==> src/rtl/adcq_pkg.sv <==
package adcq_pkg;

   typedef enum logic [1:0] {
      RUN_NONE = 2'd0,
      RUN_STD  = 2'd1,
      RUN_INJ  = 2'd2
   } run_t;

   // mode bit 1 selects scanning, bit 0 selects repetition
   function automatic logic mode_scans(input logic [1:0] m);
      return m[1];
   endfunction

   function automatic logic mode_repeats(input logic [1:0] m);
      return m[0];
   endfunction

endpackage

==> src/rtl/adcq_edge.sv <==
module adcq_edge #(
   parameter int N = 2
) (
   input  logic         clk,
   input  logic         rst_n,
   input  logic [N-1:0] lvl_i,
   output logic [N-1:0] rise_o
);

   if (N < 1) begin : g_bad_n
      $error("adcq_edge: N must be at least 1");
   end

   for (genvar i = 0; i < N; i++) begin : g_bit
      logic prev_q;

      always_ff @(posedge clk or negedge rst_n) begin
         if (!rst_n) prev_q <= 1'b0;
         else        prev_q <= lvl_i[i];
      end

      assign rise_o[i] = lvl_i[i] & ~prev_q;

      // a level must fall before it can request again
      assert_single_rise_R4: assert property (@(posedge clk) disable iff (!rst_n)
         rise_o[i] |=> !rise_o[i]);
   end

endmodule

==> src/rtl/adcq_timer.sv <==
module adcq_timer #(
   parameter int LAT = 4
) (
   input  logic clk,
   input  logic rst_n,
   input  logic go_i,
   output logic fin_o
);

   localparam int CW = $clog2(LAT + 1);

   if (LAT < 2) begin : g_bad_lat
      $error("adcq_timer: LAT must be at least 2");
   end

   logic [CW-1:0] cnt_q;

   always_ff @(posedge clk or negedge rst_n) begin
      if (!rst_n)              cnt_q <= '0;
      else if (go_i)           cnt_q <= CW'(LAT);
      else if (cnt_q != '0)    cnt_q <= cnt_q - CW'(1);
   end

   // a restart in flight hides the end of the conversion it replaces
   assign fin_o = (cnt_q == CW'(1)) && !go_i;

   assert_no_early_done_R2: assert property (@(posedge clk) disable iff (!rst_n)
      go_i |=> !fin_o);

endmodule

==> src/rtl/adcq_next.sv <==
module adcq_next #(
   parameter int CW = 3
) (
   input  logic [1:0]    mode_i,
   input  logic [CW-1:0] cur_ch_i,
   input  logic [CW-1:0] chan_i,
   input  logic          start_lvl_i,
   output logic          more_o,
   output logic [CW-1:0] nxt_ch_o
);
   import adcq_pkg::*;

   always_comb begin
      more_o   = 1'b0;
      nxt_ch_o = chan_i;
      if (mode_scans(mode_i) && cur_ch_i != '0) begin
         more_o   = 1'b1;
         nxt_ch_o = cur_ch_i - CW'(1);
      end else if (mode_repeats(mode_i) && start_lvl_i) begin
         more_o   = 1'b1;
         nxt_ch_o = chan_i;
      end
   end

endmodule

==> src/rtl/adcq_seq.sv <==
module adcq_seq #(
   parameter int CH_W = 3,
   parameter int LAT  = 4
) (
   input  logic            clk,
   input  logic            rst_n,
   input  logic [1:0]      mode_i,
   input  logic [CH_W-1:0] chan_i,
   input  logic            start_i,
   input  logic            inj_req_i,
   input  logic [CH_W-1:0] inj_chan_i,
   output logic            conv_start_o,
   output logic [CH_W-1:0] conv_chan_o,
   output logic            conv_is_inj_o,
   output logic            busy_o,
   output logic            conv_done_o,
   output logic            inj_done_o
);
   import adcq_pkg::*;

   if (CH_W < 1) begin : g_bad_w
      $error("adcq_seq: CH_W must be at least 1");
   end

   logic [1:0]      rise;
   logic            std_rise, inj_rise, fin;
   logic            more;
   logic [CH_W-1:0] cont_ch;

   run_t            run_q;
   logic            seq_live_q, inj_pend_q, start_q, inj_q;
   logic [CH_W-1:0] nxt_q, chan_q;

   logic            free, std_end, std_job, inj_job;
   logic [CH_W-1:0] std_ch;

   adcq_edge #(.N(2)) u_edge (
      .clk   (clk),
      .rst_n (rst_n),
      .lvl_i ({inj_req_i, start_i}),
      .rise_o(rise)
   );
   assign std_rise = rise[0];
   assign inj_rise = rise[1];

   adcq_timer #(.LAT(LAT)) u_timer (
      .clk  (clk),
      .rst_n(rst_n),
      .go_i (start_q),
      .fin_o(fin)
   );

   adcq_next #(.CW(CH_W)) u_next (
      .mode_i     (mode_i),
      .cur_ch_i   (chan_q),
      .chan_i     (chan_i),
      .start_lvl_i(start_i),
      .more_o     (more),
      .nxt_ch_o   (cont_ch)
   );

   always_comb begin
      free    = (run_q == RUN_NONE) || fin;
      std_end = fin && (run_q == RUN_STD);
      inj_job = inj_pend_q || inj_rise;
      std_job = std_rise || (std_end ? more : seq_live_q);
      std_ch  = std_rise ? chan_i : (std_end ? cont_ch : nxt_q);
   end

   always_ff @(posedge clk or negedge rst_n) begin
      if (!rst_n) begin
         run_q      <= RUN_NONE;
         seq_live_q <= 1'b0;
         inj_pend_q <= 1'b0;
         start_q    <= 1'b0;
         inj_q      <= 1'b0;
         nxt_q      <= '0;
         chan_q     <= '0;
      end else begin
         start_q <= 1'b0;
         if (free && inj_job) begin
            run_q      <= RUN_INJ;
            start_q    <= 1'b1;
            inj_q      <= 1'b1;
            chan_q     <= inj_chan_i;
            inj_pend_q <= 1'b0;
            seq_live_q <= std_job;
            nxt_q      <= std_ch;
         end else if (std_rise && (free || run_q == RUN_STD)) begin
            run_q      <= RUN_STD;
            start_q    <= 1'b1;
            inj_q      <= 1'b0;
            chan_q     <= chan_i;
            seq_live_q <= 1'b0;
            inj_pend_q <= inj_job;
         end else if (free && std_job) begin
            run_q      <= RUN_STD;
            start_q    <= 1'b1;
            inj_q      <= 1'b0;
            chan_q     <= std_ch;
            seq_live_q <= 1'b0;
            inj_pend_q <= inj_job;
         end else begin
            if (fin) run_q <= RUN_NONE;
            seq_live_q <= std_job;
            nxt_q      <= std_ch;
            inj_pend_q <= inj_job;
         end
      end
   end

   assign conv_start_o  = start_q;
   assign conv_chan_o   = chan_q;
   assign conv_is_inj_o = inj_q;
   assign conv_done_o   = fin && (run_q == RUN_STD);
   assign inj_done_o    = fin && (run_q == RUN_INJ);
   assign busy_o        = (run_q != RUN_NONE) || seq_live_q || inj_pend_q;

   assert_idle_quiet_R10: assert property (@(posedge clk) disable iff (!rst_n)
      (!busy_o && !std_rise && !inj_rise) |=> !conv_start_o);

   assert_inj_waits_R12: assert property (@(posedge clk) disable iff (!rst_n)
      (run_q == RUN_STD && !fin) |=> !(conv_start_o && conv_is_inj_o));

   assert_inj_not_preempted_R13: assert property (@(posedge clk) disable iff (!rst_n)
      (run_q == RUN_INJ && !fin) |=> !conv_start_o);

   assert_abort_restart_R11: assert property (@(posedge clk) disable iff (!rst_n)
      (run_q == RUN_STD && std_rise && !fin)
      |=> (conv_start_o && !conv_is_inj_o && conv_chan_o == $past(chan_i)));

   assert_scan_step_R5: assert property (@(posedge clk) disable iff (!rst_n)
      (conv_done_o && mode_i[1] && conv_chan_o != '0 && !std_rise && !inj_job)
      |=> (conv_start_o && conv_chan_o == $past(conv_chan_o) - CH_W'(1)));

endmodule

==> config.mk <==
export PLATFORM = sky130hd
export DESIGN_NAME = adcq_seq
export DESIGN_NICKNAME = d
export VERILOG_FILES = /design/src/rtl/adcq_pkg.sv /design/src/rtl/adcq_edge.sv /design/src/rtl/adcq_timer.sv /design/src/rtl/adcq_next.sv /design/src/rtl/adcq_seq.sv
export SDC_FILE = /design/constraint.sdc
export NUM_CORES = 1
export LEC_CHECK = 0
export ABC_AREA = 1
export BUFFER_PORTS_ARGS = -buffer_cell sky130_fd_sc_hd__buf_4
export CAP_MARGIN = 15
export CORE_MARGIN = 2
export CORE_UTILIZATION = 53
export DETAILED_ROUTE_END_ITERATION = 16
export GPL_TIMING_DRIVEN = 0
export HOLD_SLACK_MARGIN = 0.15
export PLACE_DENSITY = 0.8
export SLEW_MARGIN = 20
export SYNTH_ARGS = -nofsm -noshare
export SYNTH_HDL_FRONTEND = slang
export SYNTH_SLANG_ARGS = --single-unit
==> constraint.sdc <==
create_clock -name clk -period 2 [get_ports clk]
set_input_delay 0 -clock clk [delete_from_list [all_inputs] [get_ports clk]]
set_output_delay 0 -clock clk [all_outputs]
set_load 0.01 [all_outputs]
==> qor.yml <==
dieHeight_um: 47.21
final_hold_viol_count: 0
final.setup.tns_ns: 0
yosys_register_bits: 17
synth.area.mux_share_pct: 0
yosysWarnings: 0
cts_max_path_buffers: 2
route.detailed.drc: 0
crit_fanout: 6
wl_mm: 2.109
track_usage_pct: 22.64
grt_util_met3_pct: 3.462
grt_use_met2_pct: 40.00
synth_top_family_by_area: "simple AND/OR/NAND/NOR gates"
yosys-top-cells-area: "dfrtp_1, nand2_1, inv_1, nand3_1, ha_1"
slowest_stage: "dfrtp_1"
setup_violations: 0
final_cell_area_mm2: 0.001291
num_vias: 923
hold_class: "input port to flip-flop"
grt_first_pass_wirelength_mm: 3.470
post-cts-setup-buffers: 0
syn_nets: 145
antenna_found_initial: 0
yosysSeqAreaShare_pct: 42.98
fin_crit_sh_pct: 85.79
p_clk_share_pct: 31.0
syn_inst: 128
holdBufCountCts: 10
power.total_uw: 622.1
relSlewSlack_pct: 48.44
crit_chain: "inv_1, ha_1, ha_1, inv_1, nand2_1, nand2_1, nand3_1, nand3_4, nand2_2, nand3_1, nand3_1"
holdWs_ns: 0.2659
placed_cell_area_mm2: 0.001164
outcome: "finished clean"
cp-start-kind: "flip-flop"
first_global_vias: 826
critical_path_class: "flip-flop to flip-flop"
synth_edf_count: 0
swShare_pct: 25.11
combPwrFrac_pct: 11.9
power.internal_uw: 465.9
grt_remaining_overflow: 0
grt_setup_unrepaired: "no"
power_leakage_nw: 0.6874
layout-drive-gt1-share_pct: 22.98
port_buffers: 19
antenna_cells: 0
end_kind: "flip-flop"
placementRows: 15
drv_slew: 0
synthSimpleGateAreaFrac_pct: 34.13
required_ns: 2.19
clkSinkCount: 17
viasPerCell: 4.962
p_sw_uw: 156.2
insertion_delay_ns: 0.30
hpwl_mm: 1.483
cpPeakStageDelay_ns: 0.40
skew_ns: 0.004152
p_seq_share_pct: 57.2
synth_cell_type_count: 19
cpMostUsedCell: "nand3_1"
layout.area.seq_um2: 425.4
synth_top_area_share_pct: 42.98
io_pins: 20
synthToLayoutAreaGrowth_pct: 30.47
initial_core_util_pct: 56.70
synth_compound_area_share_pct: 7.459
synth_adder_area_share_pct: 6.321
die_w_um: 47.21
yosysTopAreaCell: "dfrtp_1"
synth_xor_area_share_pct: 0
clkTransAtPathRegs_ns: 0.11
cap_violations: 0
fill_cells: 138
synth.avg_cell_area_um2: 7.732
grt_busiest_layer: "met2"
syn_area_um2: 989.7
ir_drop_v: 0.0004302
async_flop_share_pct: 100.0
synth_ff_type: "dfrtp_1"
core_mm2: 0.001745
drt_iter0_markers: 16
worstMarginPinSlew_ns: 0.7708
fin_crit_ns: 1.716
root_buffer: "clkbuf_4"
use_met1_pct: 27.75
die-area_mm2: 0.002229
multiInputGateArea_um2: 474.2
cts_tree: "yes"
grt_max_degree: 18
cts_made_buffers: 3
nets: 179
arrival_ns: 1.91
h-tree-depth: 1
ant_nets: 0
firstDrtPassIters: 4
gp_congestion: 0.8084
post_cts_resized: 0
wl_per_cell_um: 11.34
timing.fmax_mhz: 582.8
power_density_mw_per_mm2: 481.8
==> routing by layer <==
| layer | wire (um) | vias up | part of all wire (%) |
|---|---|---|---|
| met1 | 939 | 431 | 45 |
| met4 | 31 | 0 | 1.5 |
| met2 | 1077 | 18 | 51 |
| met3 | 59 | 5 | 2.8 |
| met5 | 0 | - | 0 |
| li1 | - | 469 | - |
==> worst paths after layout <==
path	startpoint	endpoint	slack (ns)	cells after the start
setup / recovery	conv_chan_o[0]$_DFFE_PN0P_	conv_chan_o[0]$_DFFE_PN0P_	0.28	11
hold / removal	mode_i[0]	seq_live_q$_DFF_PN0_	0.27	7
setup reg to reg	conv_chan_o[0]$_DFFE_PN0P_	conv_chan_o[0]$_DFFE_PN0P_	0.28	11
hold reg to reg	conv_is_inj_o$_DFFE_PN0P_	conv_is_inj_o$_DFFE_PN0P_	0.50	2
max in group asynchronous	rst_n	conv_chan_o[1]$_DFFE_PN0P_	0.67	3
min in group asynchronous	rst_n	u_timer.cnt_q[0]$_DFFE_PN0P_	0.84	3
==> kinds of logic after synthesis <==
family,Yosys count
AND/OR/NAND/NOR,70
adder cells (fa/ha/maj),5
buffers and inverters,24
AO/OA/AOI/OAI,12
flip-flops,17
==> cell usage after synthesis, types with 2 or more instances <==
| cell type | number |
|---|---|
| nand2_1 | 40 |
| nand2_2 | 2 |
| dfrtp_1 | 17 |
| a21oi_1 | 4 |
| ha_1 | 5 |
| o21ai_1 | 3 |
| o21ai_0 | 3 |
| inv_2 | 4 |
| nor2_1 | 5 |
| nor2_2 | 3 |
| nand3_4 | 2 |
| inv_1 | 20 |
| nand3_1 | 14 |
==> flip-flops by register name, indices dropped and copies added (netlist names), 2 cells and up <==
register	count
u_timer.cnt_q	3
nxt_q	3
u_edge.g_bit.prev_q	2
run_q	2
conv_chan_o	3
==> cell usage in the layout, fill, tap and decap left out, types with 4 or more instances in the layout <==
cell	count
nand2_1	40
inv_1	20
buf_4	19
dfrtp_1	17
nand3_1	14
dlygate4sd3_1	10
nor2_1	5
ha_1	5
inv_2	4
a21oi_1	4
==> cell type report <==
cell class	instances	area share (%)
multi-input cells	87	36.72
inverters	24	6.977
clock inverters	1	0.3876
repair buffers	29	18.80
well taps	25	2.422
clock buffers	3	1.744
flip-flops and latches	17	32.95
==> critical path, delay by kind of cell (launching register included) <==
family	cells	cell delay (ns)
fa+ha+maj	2	0.37
buf+inv	2	0.12
flops	1	0.40
simple gates	7	0.71
==> power groups by stage <==
stage	Combinational, mW	Clock, mW	Sequential [mW]
floorplan	0.0274	0	0.362
global placement	0.0557	0	0.362
detailed placement	0.0570	0	0.362
CTS	0.0727	0.198	0.356
global route	0.0832	0.212	0.357
finish	0.0739	0.193	0.356
==> stage by stage <==
stage	instances	util, %	setup WS, ns
after detailed placement	172	66.67	0.3210
after CTS	186	73.98	0.2975
after floorplan	128	-	0.4388
after global routing	186	73.98	0.1452
final	186	73.98	0.2842
after global placement	172	66.67	0.3665
Note: power is estimated with default switching activity, not from simulation.
